`src/rtl/rx_byte_match_pkg.sv`:
```
package rx_byte_match_pkg;
    typedef enum logic [0:0] {
        ST_WAIT  = 1'b0,
        ST_APPLY = 1'b1
    } match_state_e;
endpackage

```
`src/rtl/rx_byte_match_cands.sv`:
```
module rx_byte_match_cands #(
    parameter int N  = 4,
    parameter int DW = 8,
    parameter int IW = 2
) (
    input  logic          clk,
    input  logic          rst_n,
    input  logic          cand_we,
    input  logic [IW-1:0] cand_idx,
    input  logic [DW-1:0] cand_wdata,
    input  logic [DW-1:0] byte_q,
    output logic [N-1:0]  eq
);
    for (genvar i = 0; i < N; i++) begin : g_cand
        logic [DW-1:0] cand_q;
        always_ff @(posedge clk or negedge rst_n) begin
            if (!rst_n) begin
                cand_q <= '0;
            end else if (cand_we && (cand_idx == IW'(i))) begin
                cand_q <= cand_wdata;
            end
        end
        assign eq[i] = (cand_q == byte_q);
    end
endmodule

```
`src/rtl/rx_byte_match_chain.sv`:
```
module rx_byte_match_chain #(
    parameter int N = 4
) (
    input  logic         active,
    input  logic [N-1:0] en_in,
    input  logic [N-1:0] oneshot,
    input  logic [N-1:0] chain,
    input  logic [N-1:0] selfsc,
    input  logic [N-1:0] eq,
    output logic [N-1:0] hits,
    output logic [N-1:0] en_out
);
    always_comb begin
        en_out = en_in;
        hits   = '0;
        if (active) begin
            for (int i = 0; i < N; i++) begin
                if (en_out[i] && eq[i]) begin
                    hits[i] = 1'b1;
                    if (oneshot[i] || selfsc[i]) begin
                        en_out[i] = 1'b0;
                    end
                    if (chain[i]) begin
                        en_out[(i + 1) % N] = 1'b1;
                    end
                end
            end
        end
    end
endmodule

```
`src/rtl/rx_byte_match_events.sv`:
```
module rx_byte_match_events #(
    parameter int N = 4
) (
    input  logic         clk,
    input  logic         rst_n,
    input  logic [N-1:0] set,
    input  logic [N-1:0] clr,
    input  logic         mask_we,
    input  logic [N-1:0] mask_wdata,
    output logic [N-1:0] flags,
    output logic         irq
);
    logic [N-1:0] mask_q;

    always_ff @(posedge clk or negedge rst_n) begin
        if (!rst_n) begin
            flags  <= '0;
            mask_q <= '0;
        end else begin
            flags <= (flags & ~clr) | set;
            if (mask_we) begin
                mask_q <= mask_wdata;
            end
        end
    end

    assign irq = |(flags & mask_q);


    flag_hold_chk: assert property (@(posedge clk) disable iff (!rst_n)
        ((~flags & $past(flags)) & ~$past(clr)) == '0);
endmodule

```
`src/rtl/rx_byte_match.sv`:
```
module rx_byte_match
    import rx_byte_match_pkg::*;
#(
    parameter int N  = 4,
    parameter int CW = 16,
    parameter int DW = 8,
    parameter int IW = (N > 1) ? $clog2(N) : 1
) (
    input  logic          clk,
    input  logic          rst_n,
    input  logic          byte_valid,
    input  logic [DW-1:0] byte_data,
    input  logic [CW-1:0] rx_count,
    input  logic [CW-1:0] tx_count,
    input  logic          cfg_we,
    input  logic [2*N-1:0] cfg_wdata,
    input  logic          cand_we,
    input  logic [IW-1:0] cand_idx,
    input  logic [DW-1:0] cand_wdata,
    input  logic          sc_we,
    input  logic [2*N-1:0] sc_wdata,
    input  logic [N-1:0]  task_en,
    input  logic [N-1:0]  task_dis,
    input  logic [N-1:0]  evt_clr,
    input  logic          irq_mask_we,
    input  logic [N-1:0]  irq_mask_wdata,
    output logic [N-1:0]  match_en,
    output logic [N-1:0]  evt_pulse,
    output logic [N-1:0]  evt_flags,
    output logic [CW-1:0] rx_amount,
    output logic [CW-1:0] tx_amount,
    output logic          irq
);
    match_state_e st_q, st_d;
    logic [DW-1:0] byte_q;
    logic [CW-1:0] rx_cap, tx_cap;
    logic [N-1:0]  en_q, os_q, chain_q, self_q;
    logic [N-1:0]  eq, hits, en_after, en_d, wrap_v;
    logic          active;

    // state register
    always_ff @(posedge clk or negedge rst_n) begin
        if (!rst_n) begin
            st_q <= ST_WAIT;
        end else begin
            st_q <= st_d;
        end
    end

    always_comb begin
        st_d = st_q;
        unique case (st_q)
            ST_WAIT:  st_d = byte_valid ? ST_APPLY : ST_WAIT;
            ST_APPLY: st_d = byte_valid ? ST_APPLY : ST_WAIT;
            default:  st_d = ST_WAIT;
        endcase
    end

    // outputs of the state machine
    always_comb begin
        active    = 1'b0;
        evt_pulse = '0;
        unique case (st_q)
            ST_WAIT:  active = 1'b0;
            ST_APPLY: begin
                active    = 1'b1;
                evt_pulse = hits;
            end
            default:  active = 1'b0;
        endcase
    end

    always_ff @(posedge clk or negedge rst_n) begin
        if (!rst_n) begin
            byte_q <= '0;
            rx_cap <= '0;
            tx_cap <= '0;
        end else if (byte_valid) begin
            byte_q <= byte_data;
            rx_cap <= rx_count;
            tx_cap <= tx_count;
        end
    end

    rx_byte_match_cands #(.N(N), .DW(DW), .IW(IW)) u_cands (
        .clk(clk), .rst_n(rst_n), .cand_we(cand_we), .cand_idx(cand_idx),
        .cand_wdata(cand_wdata), .byte_q(byte_q), .eq(eq)
    );

    rx_byte_match_chain #(.N(N)) u_chain (
        .active(active), .en_in(en_q), .oneshot(os_q), .chain(chain_q),
        .selfsc(self_q), .eq(eq), .hits(hits), .en_out(en_after)
    );

    rx_byte_match_events #(.N(N)) u_events (
        .clk(clk), .rst_n(rst_n), .set(evt_pulse), .clr(evt_clr),
        .mask_we(irq_mask_we), .mask_wdata(irq_mask_wdata),
        .flags(evt_flags), .irq(irq)
    );

    always_comb begin
        en_d = cfg_we ? cfg_wdata[N-1:0] : en_after;
        en_d = (en_d & ~task_dis) | task_en;
    end

    always_ff @(posedge clk or negedge rst_n) begin
        if (!rst_n) begin
            en_q      <= '0;
            os_q      <= '0;
            chain_q   <= '0;
            self_q    <= '0;
            rx_amount <= '0;
            tx_amount <= '0;
        end else begin
            en_q <= en_d;
            if (cfg_we) begin
                os_q <= cfg_wdata[2*N-1:N];
            end
            if (sc_we) begin
                chain_q <= sc_wdata[N-1:0];
                self_q  <= sc_wdata[2*N-1:N];
            end
            if (active && (|hits)) begin
                rx_amount <= rx_cap;
                tx_amount <= tx_cap;
            end
        end
    end

    assign match_en = en_q;
    assign wrap_v   = {{(N-1){1'b0}}, hits[N-1] & chain_q[N-1]};


    pulse_equal_chk: assert property (@(posedge clk) disable iff (!rst_n)
        (evt_pulse & ~eq) == '0);

    pulse_idle_chk: assert property (@(posedge clk) disable iff (!rst_n)
        (st_q == ST_WAIT) |-> (evt_pulse == '0));

    amount_latch_chk: assert property (@(posedge clk) disable iff (!rst_n)
        (active && (|hits)) |=> (rx_amount == $past(rx_cap)) && (tx_amount == $past(tx_cap)));

    oneshot_clear_chk: assert property (@(posedge clk) disable iff (!rst_n)
        (active && !cfg_we) |=> (($past(hits & os_q & ~task_en & ~wrap_v) & en_q) == '0));

    task_apply_chk: assert property (@(posedge clk) disable iff (!rst_n)
        (|task_en) |=> (($past(task_en) & ~en_q) == '0));
endmodule

```
`config.mk`:
```
export PLATFORM = sky130hd
export DESIGN_NAME = rx_byte_match
export DESIGN_NICKNAME = d
export VERILOG_FILES = /design/src/rtl/rx_byte_match_pkg.sv /design/src/rtl/rx_byte_match_cands.sv /design/src/rtl/rx_byte_match_chain.sv /design/src/rtl/rx_byte_match_events.sv /design/src/rtl/rx_byte_match.sv
export SDC_FILE = /design/constraint.sdc
export NUM_CORES = 1
export LEC_CHECK = 0
export ABC_AREA = 1
export BUFFER_PORTS_ARGS = -buffer_cell sky130_fd_sc_hd__buf_2
export CORE_UTILIZATION = 40
export CTS_CLUSTER_DIAMETER = 60
export DETAILED_ROUTE_END_ITERATION = 6
export PLACE_DENSITY = 0.64
export SYNTH_ARGS = -nofsm -noshare
export SYNTH_HDL_FRONTEND = slang
export SYNTH_HIERARCHICAL = 1
export SYNTH_SLANG_ARGS = --single-unit
export TNS_END_PERCENT = 50
```
`constraint.sdc`:
```
create_clock -name clk -period 4.24 [get_ports clk]
set_input_delay 0.848 -clock clk [delete_from_list [all_inputs] [get_ports clk]]
set_output_delay 0.848 -clock clk [all_outputs]
set_load 0.01 [all_outputs]
```
* Word-level counts from Yosys, hierarchy flattened
Cells that the tools add are included.
** Word-level totals
- Bits in registers :: 129
- Input port bits :: 89
- Output and inout bits :: 45
- Word-level logic and storage cells :: 73
** Cells by class
- Eq/ne operators :: 7
- Muxes and demuxes :: 26
- Bitwise logic cells :: 8
- Reductions and logical operators :: 16
** Operators by type and width (number)
- equality test 8 bit :: 4
- two-way mux 4 bit :: 4
- two-way mux 1 bit :: 15
- AND 4 bit :: 3
- two-way mux 2 bit :: 6
- logical AND 1 bit :: 9
- NOT 4 bit :: 2
- OR 4 bit :: 2
- OR reduction 4 bit :: 2
- equality test 2 bit, second input constant :: 2
- logical OR 1 bit :: 4
- equality test 2 x 1 -> 1 bit, second input constant :: 1
- zero test 2 bit :: 1
- case mux 1 bit (2 select lines) :: 1
- NOT 1 bit :: 1

* Longest topological paths before layout
- Depth after elaboration :: 16
- Gate-level depth with buffers :: 18
- Mapped depth without buffers :: 18

* By module
The synthesis kept the hierarchy.
** By module, submodules not included
- rx_byte_match :: times used 1, cells an instance 294, area an instance 3460.8 µm², sequential area each 2227.1 µm²
- rx_byte_match_cands :: times used 1, cells an instance 279, area an instance 1919.3 µm², sequential area each 800.8 µm²
- rx_byte_match_events :: times used 1, cells an instance 37, area an instance 329.1 µm², sequential area each 200.2 µm²
- rx_byte_match_chain :: times used 1, cells an instance 37, area an instance 172.7 µm², sequential area each 0.0 µm²

* Worst setup path after synthesis
Ideal clock, no wire load.
- Kind :: reg-to-output
- Start point :: register byte_q[2]
- End point :: output port evt_pulse[3]
- Arrival :: 1.473 ns
- Data required time :: 3.392 ns
- Setup slack :: 1.919 ns
- Cell stages (with the launch flop) :: 15
- Path buffers :: 0
- Path through :: dfrtp_1 -> inv_1 -> nand2_1 -> nand2_1 -> nor2_1 -> nand2_1 -> nor2_1 -> nand3_2 -> nand2_2 -> nand2_2 -> nand2_2 -> nand2_2 -> a21oi_1 -> nand2_1 -> inv_1
** Between the ends
- Word-level cells in the longest chain between the ends :: 14
- Elaborated cells between the ends (all ways) :: 17
- Classes of those cells :: eq/ne: 4; mux: 9; reduce/logical: 4
** RTL lines
- from (decl) :: RTL line rx_byte_match.sv:35 : logic [DW-1:0] byte_q;
- from (signal assigned) :: RTL line rx_byte_match.sv:79 : byte_q <= byte_data;
- equality test 8 bit :: RTL line rx_byte_match_cands.sv:23 : assign eq[i] = (cand_q == byte_q);
- named net eq[0] :: RTL line rx_byte_match.sv:38 : logic [N-1:0] eq, hits, en_after, en_d, wrap_v;
- logical AND 1 bit :: RTL line rx_byte_match_chain.sv:18 : if (en_out[i] && eq[i]) begin
- two-way mux 2 bit :: RTL line rx_byte_match_chain.sv:18
- two-way mux 2 bit :: RTL line rx_byte_match_chain.sv:16 : if (active) begin
- logical AND 1 bit :: RTL line rx_byte_match_chain.sv:18
- two-way mux 2 bit :: RTL line rx_byte_match_chain.sv:18
- two-way mux 2 bit :: RTL line rx_byte_match_chain.sv:16
- logical AND 1 bit :: RTL line rx_byte_match_chain.sv:18
- two-way mux 2 bit :: RTL line rx_byte_match_chain.sv:18
- two-way mux 2 bit :: RTL line rx_byte_match_chain.sv:16
- logical AND 1 bit :: RTL line rx_byte_match_chain.sv:18
- two-way mux 1 bit :: RTL line rx_byte_match_chain.sv:18
- two-way mux 4 bit :: RTL line rx_byte_match_chain.sv:16
- named net hits[3] :: RTL line rx_byte_match.sv:38
- two-way mux 4 bit :: RTL line rx_byte_match.sv:63 : unique case (st_q)
- to (decl) :: RTL line rx_byte_match.sv:28 : output logic [N-1:0] evt_pulse,
The timed path passes the listed nets, and every way through them passes these cells. The select of a mux whose other input is x is not followed.

* Final worst setup path
- Start point :: register byte_q[5]
- End point :: output port evt_pulse[3]
Same word-level chain as after synthesis.

==> summary.md <==
| Metric | Value |
|---|---|
| Die area | `15190 um2` |
| Input/output buffers | `133` |
| Nets | `870` |
| Total gr overflow | `0` |
| Final WS setup | `1.043 ns` |
| Vias in the first global route | `4496` |
| Total of fill cells in the finished design | `1324` |
| Starting DRC count in detailed routing | `206` |
| Slew @ Worst Pin | `1.031 ns` |
| Final setup vio count | `0` |
| RSZ-0062 raised after global routing | `no` |
| CTS Buf Count | `17` |
| Cell Area, Placed | `6649 um2` |
| Clock root cell | `clkbuf_16` |
| # rows | `43` |
| CP arrival | `2.35 ns` |
| DR vias/cell | `4.695` |
| Die span in y | `123.3 um` |
| Post-CTS Setup Repair Bufs | `0` |
| # IOs | `134` |
| Pre-Repair DR Iteration Count | `4` |
| F_max | `312.8 MHz` |
| Register area share after synthesis | `54.88%` |
| First-pass GRT wire length | `20920 um` |
| DR WL/cell | `13.43 um` |
| CP startpoint kind | `flop` |
| Pre-CTS WS | `1.332 ns` |
| Logic gate share of total power | `18.3%` |
| Syn_area_per_cell | `9.091 um2` |
| Cells after synthesis | `647` |
| Sequential power share | `45.1%` |
| Post-Syn Area | `5882 um2` |
| DIE WIDTH | `123.3 um` |
| TritonCTS clock tree | `done` |
| Yosys warns | `6` |
| Setup Skew | `0.007333 ns` |
| Synthesis-to-layout area growth | `22.19%` |
| Max-Slew Margin vs Limit | `31.26%` |
| Antenna violations before repair | `0` |
| Post-route ant nets | `0` |
| Final hold vios | `0` |
| Worst vdd ir | `273.4 uV` |
| Worst path required time | `3.39 ns` |
| Max cap viols | `0` |
| Largest net degree at the start of global routing | `75` |
| Post-cts sizing count | `0` |
| Max Root-Sink Buffers | `2` |
| N_diodes | `0` |
| Fin crit share | `75.41%` |
| Crit. End Element | `primary output` |
| Clock group share of total power | `36.6%` |
| Dpl hpwl | `9207 um` |
| CTS Sinks | `129` |
| Switching share of power | `28.78%` |
| Initial core utilization | `41.73%` |
| Via count | `4573` |
| Status | `complete, no violations` |
| Syn Nets | `736` |
| Fin Setup TNS | `0 ns` |
| Power consumption | `0.003556 W` |
| PD cells | `494.8 nW/um2` |
| CP max FO | `6` |
| HP Class | `flop to flop` |
| Final instance area | `7187 um2` |
| GP Congestion | `0.7901` |
| Net Sw Power | `0.001024 W` |
| Pleak | `3.936 nW` |
| Global Route Usage Sum | `18.30%` |
| Layout cell share with drive strength beyond 1 | `31.61%` |
| Fin. max-slew vios | `0` |
| CTS Hold Bufs | `0` |
| Post-Route WL | `13080 um` |
| P_int | `0.002533 W` |
| H-Tree Depth | `4` |
| DRC viols | `0` |
| Final Util | `50.99%` |
| Flop and latch count out of synthesis | `129` |
| Crit path time final | `3.197 ns` |
| Synth cell types | `20` |
| Clk_lat worst skew | `0.41 ns` |
| Reg clk slew, reported paths | `0.05 ns` |
| Worst setup path class | `flop to primary output` |
| Core box area | `14100 um2` |
-- worst paths after layout --
path	slack, ns	cells past startpoint	to	from
worst max-delay path	1.04	15	evt_pulse[3]	byte_q[5]
worst min-delay path	0.47	2	tx_amount[1]	tx_amount[1]
worst max register to register	1.30	17	tx_amount[4]	byte_q[5]
worst min register to register	0.47	2	tx_amount[1]	tx_amount[1]
max in group asynchronous	2.92	2	u_events/flags[3]	rst_n
min in group asynchronous	0.50	1	tx_cap[2]	rst_n
-- through the flow --
| step | hold slack [ns] | cells |
|---|---|---|
| CTS | 0.4711 | 974 |
| detailed placement | 0.4574 | 942 |
| finish | 0.4667 | 974 |
| global placement | 0.4501 | 942 |
| floorplan | 0.4366 | 647 |
| global route | 0.5003 | 974 |
-- cell usage in the layout, fill, tap and decap left out, types with 4 or more instances in the layout --
cell type | synthesis | layout
buf_2 | 9 | 132
clkbuf_1 | 0 | 4
clkbuf_16 | 0 | 17
dfrtp_1 | 129 | 129
inv_1 | 76 | 76
mux2_2 | 48 | 48
nand2_1 | 239 | 239
nand2_2 | 7 | 7
nand3_1 | 33 | 33
nor2_1 | 37 | 37
o21ai_0 | 11 | 11
o21ai_1 | 5 | 5
o21ai_2 | 27 | 27
o21bai_1 | 4 | 4
-- cell type report --
type                    count  area (um2)  share of cell area (%)
clock inverters             8       56.30                  0.7834
repair buffers            135       695.7                   9.680
multi-input cells         422        2215                   30.81
well taps                 180       225.2                   3.134
inverters                  76       285.3                   3.969
clock buffers              24       481.7                   6.703
flip-flops and latches    129        3228                   44.92
-- synthesized netlist by cell type --
master    instances  area [um2]
buf_6             7       78.83
o21ai_0          11       55.05
nand2_2           7       43.79
nor2_2            1       6.260
o21ai_1           5       25.02
buf_4             4       30.03
nand3_2           3       30.03
o22ai_1           2       12.51
nand3_1          33       165.2
o21ai_2          27       236.5
mux2_2           48       540.5
inv_1            76       285.3
nand2_1         239       897.1
buf_2             9       45.04
and3_2            1       7.510
a21oi_1           3       15.01
nor2_1           37       138.9
dfrtp_1         129        3228
nand2_4           1       11.26
o21bai_1          4       30.03
-- critical path, cell delays in order (launching register included) --
cell and delay, ns:
dfrtp_1 0.45, inv_1 0.12, nand2_1 0.07, nand2_1 0.05
nor2_1 0.11, nand2_1 0.09, nor2_1 0.16, nand3_2 0.12
nand2_2 0.08, nand2_2 0.05, nand2_2 0.06, nand2_2 0.06
a21oi_1 0.21, nand2_1 0.08, inv_1 0.11, buf_2 0.13
-- registers in the layout (all words and copies together) (netlist names), 8 cells and up --
name and flops:
byte_q 8, rx_cap 16, u_cands/g_cand.cand_q 32, tx_cap 16, tx_amount 16, rx_amount 16
-- routing by layer --
| layer | vias up | global-route usage [%] | part of all wire (%) |
|---|---|---|---|
| met2 | 113 | 30.80 | 50 |
| met5 | - | 0 | 0 |
| met4 | 0 | 6.401 | 1.2 |
| li1 | 2300 | - | - |
| met1 | 2147 | 22.58 | 44 |
| met3 | 13 | 4.889 | 4.5 |
-- power groups by stage --
stage	clock, W	sequential, W	combinational [W]
3_3_place_gp	0	0.00161	0.000641
4_1_cts	0.00133	0.00160	0.000662
3_5_place_dp	0	0.00162	0.000657
5_1_grt	0.00139	0.00163	0.000747
2_1_floorplan	0	0.00165	0.000340
6_report	0.00130	0.00160	0.000652
-- cells by family after synthesis --
logic type,after synthesis,synth area share (%)
AND/OR/NAND/NOR,322,22.10
flip-flops,129,54.88
buffers and inverters,96,7.466
AO/OA/AOI/OAI,52,6.360
multiplexers,48,9.190
No activity file was read; power rests on OpenSTA's default activity.
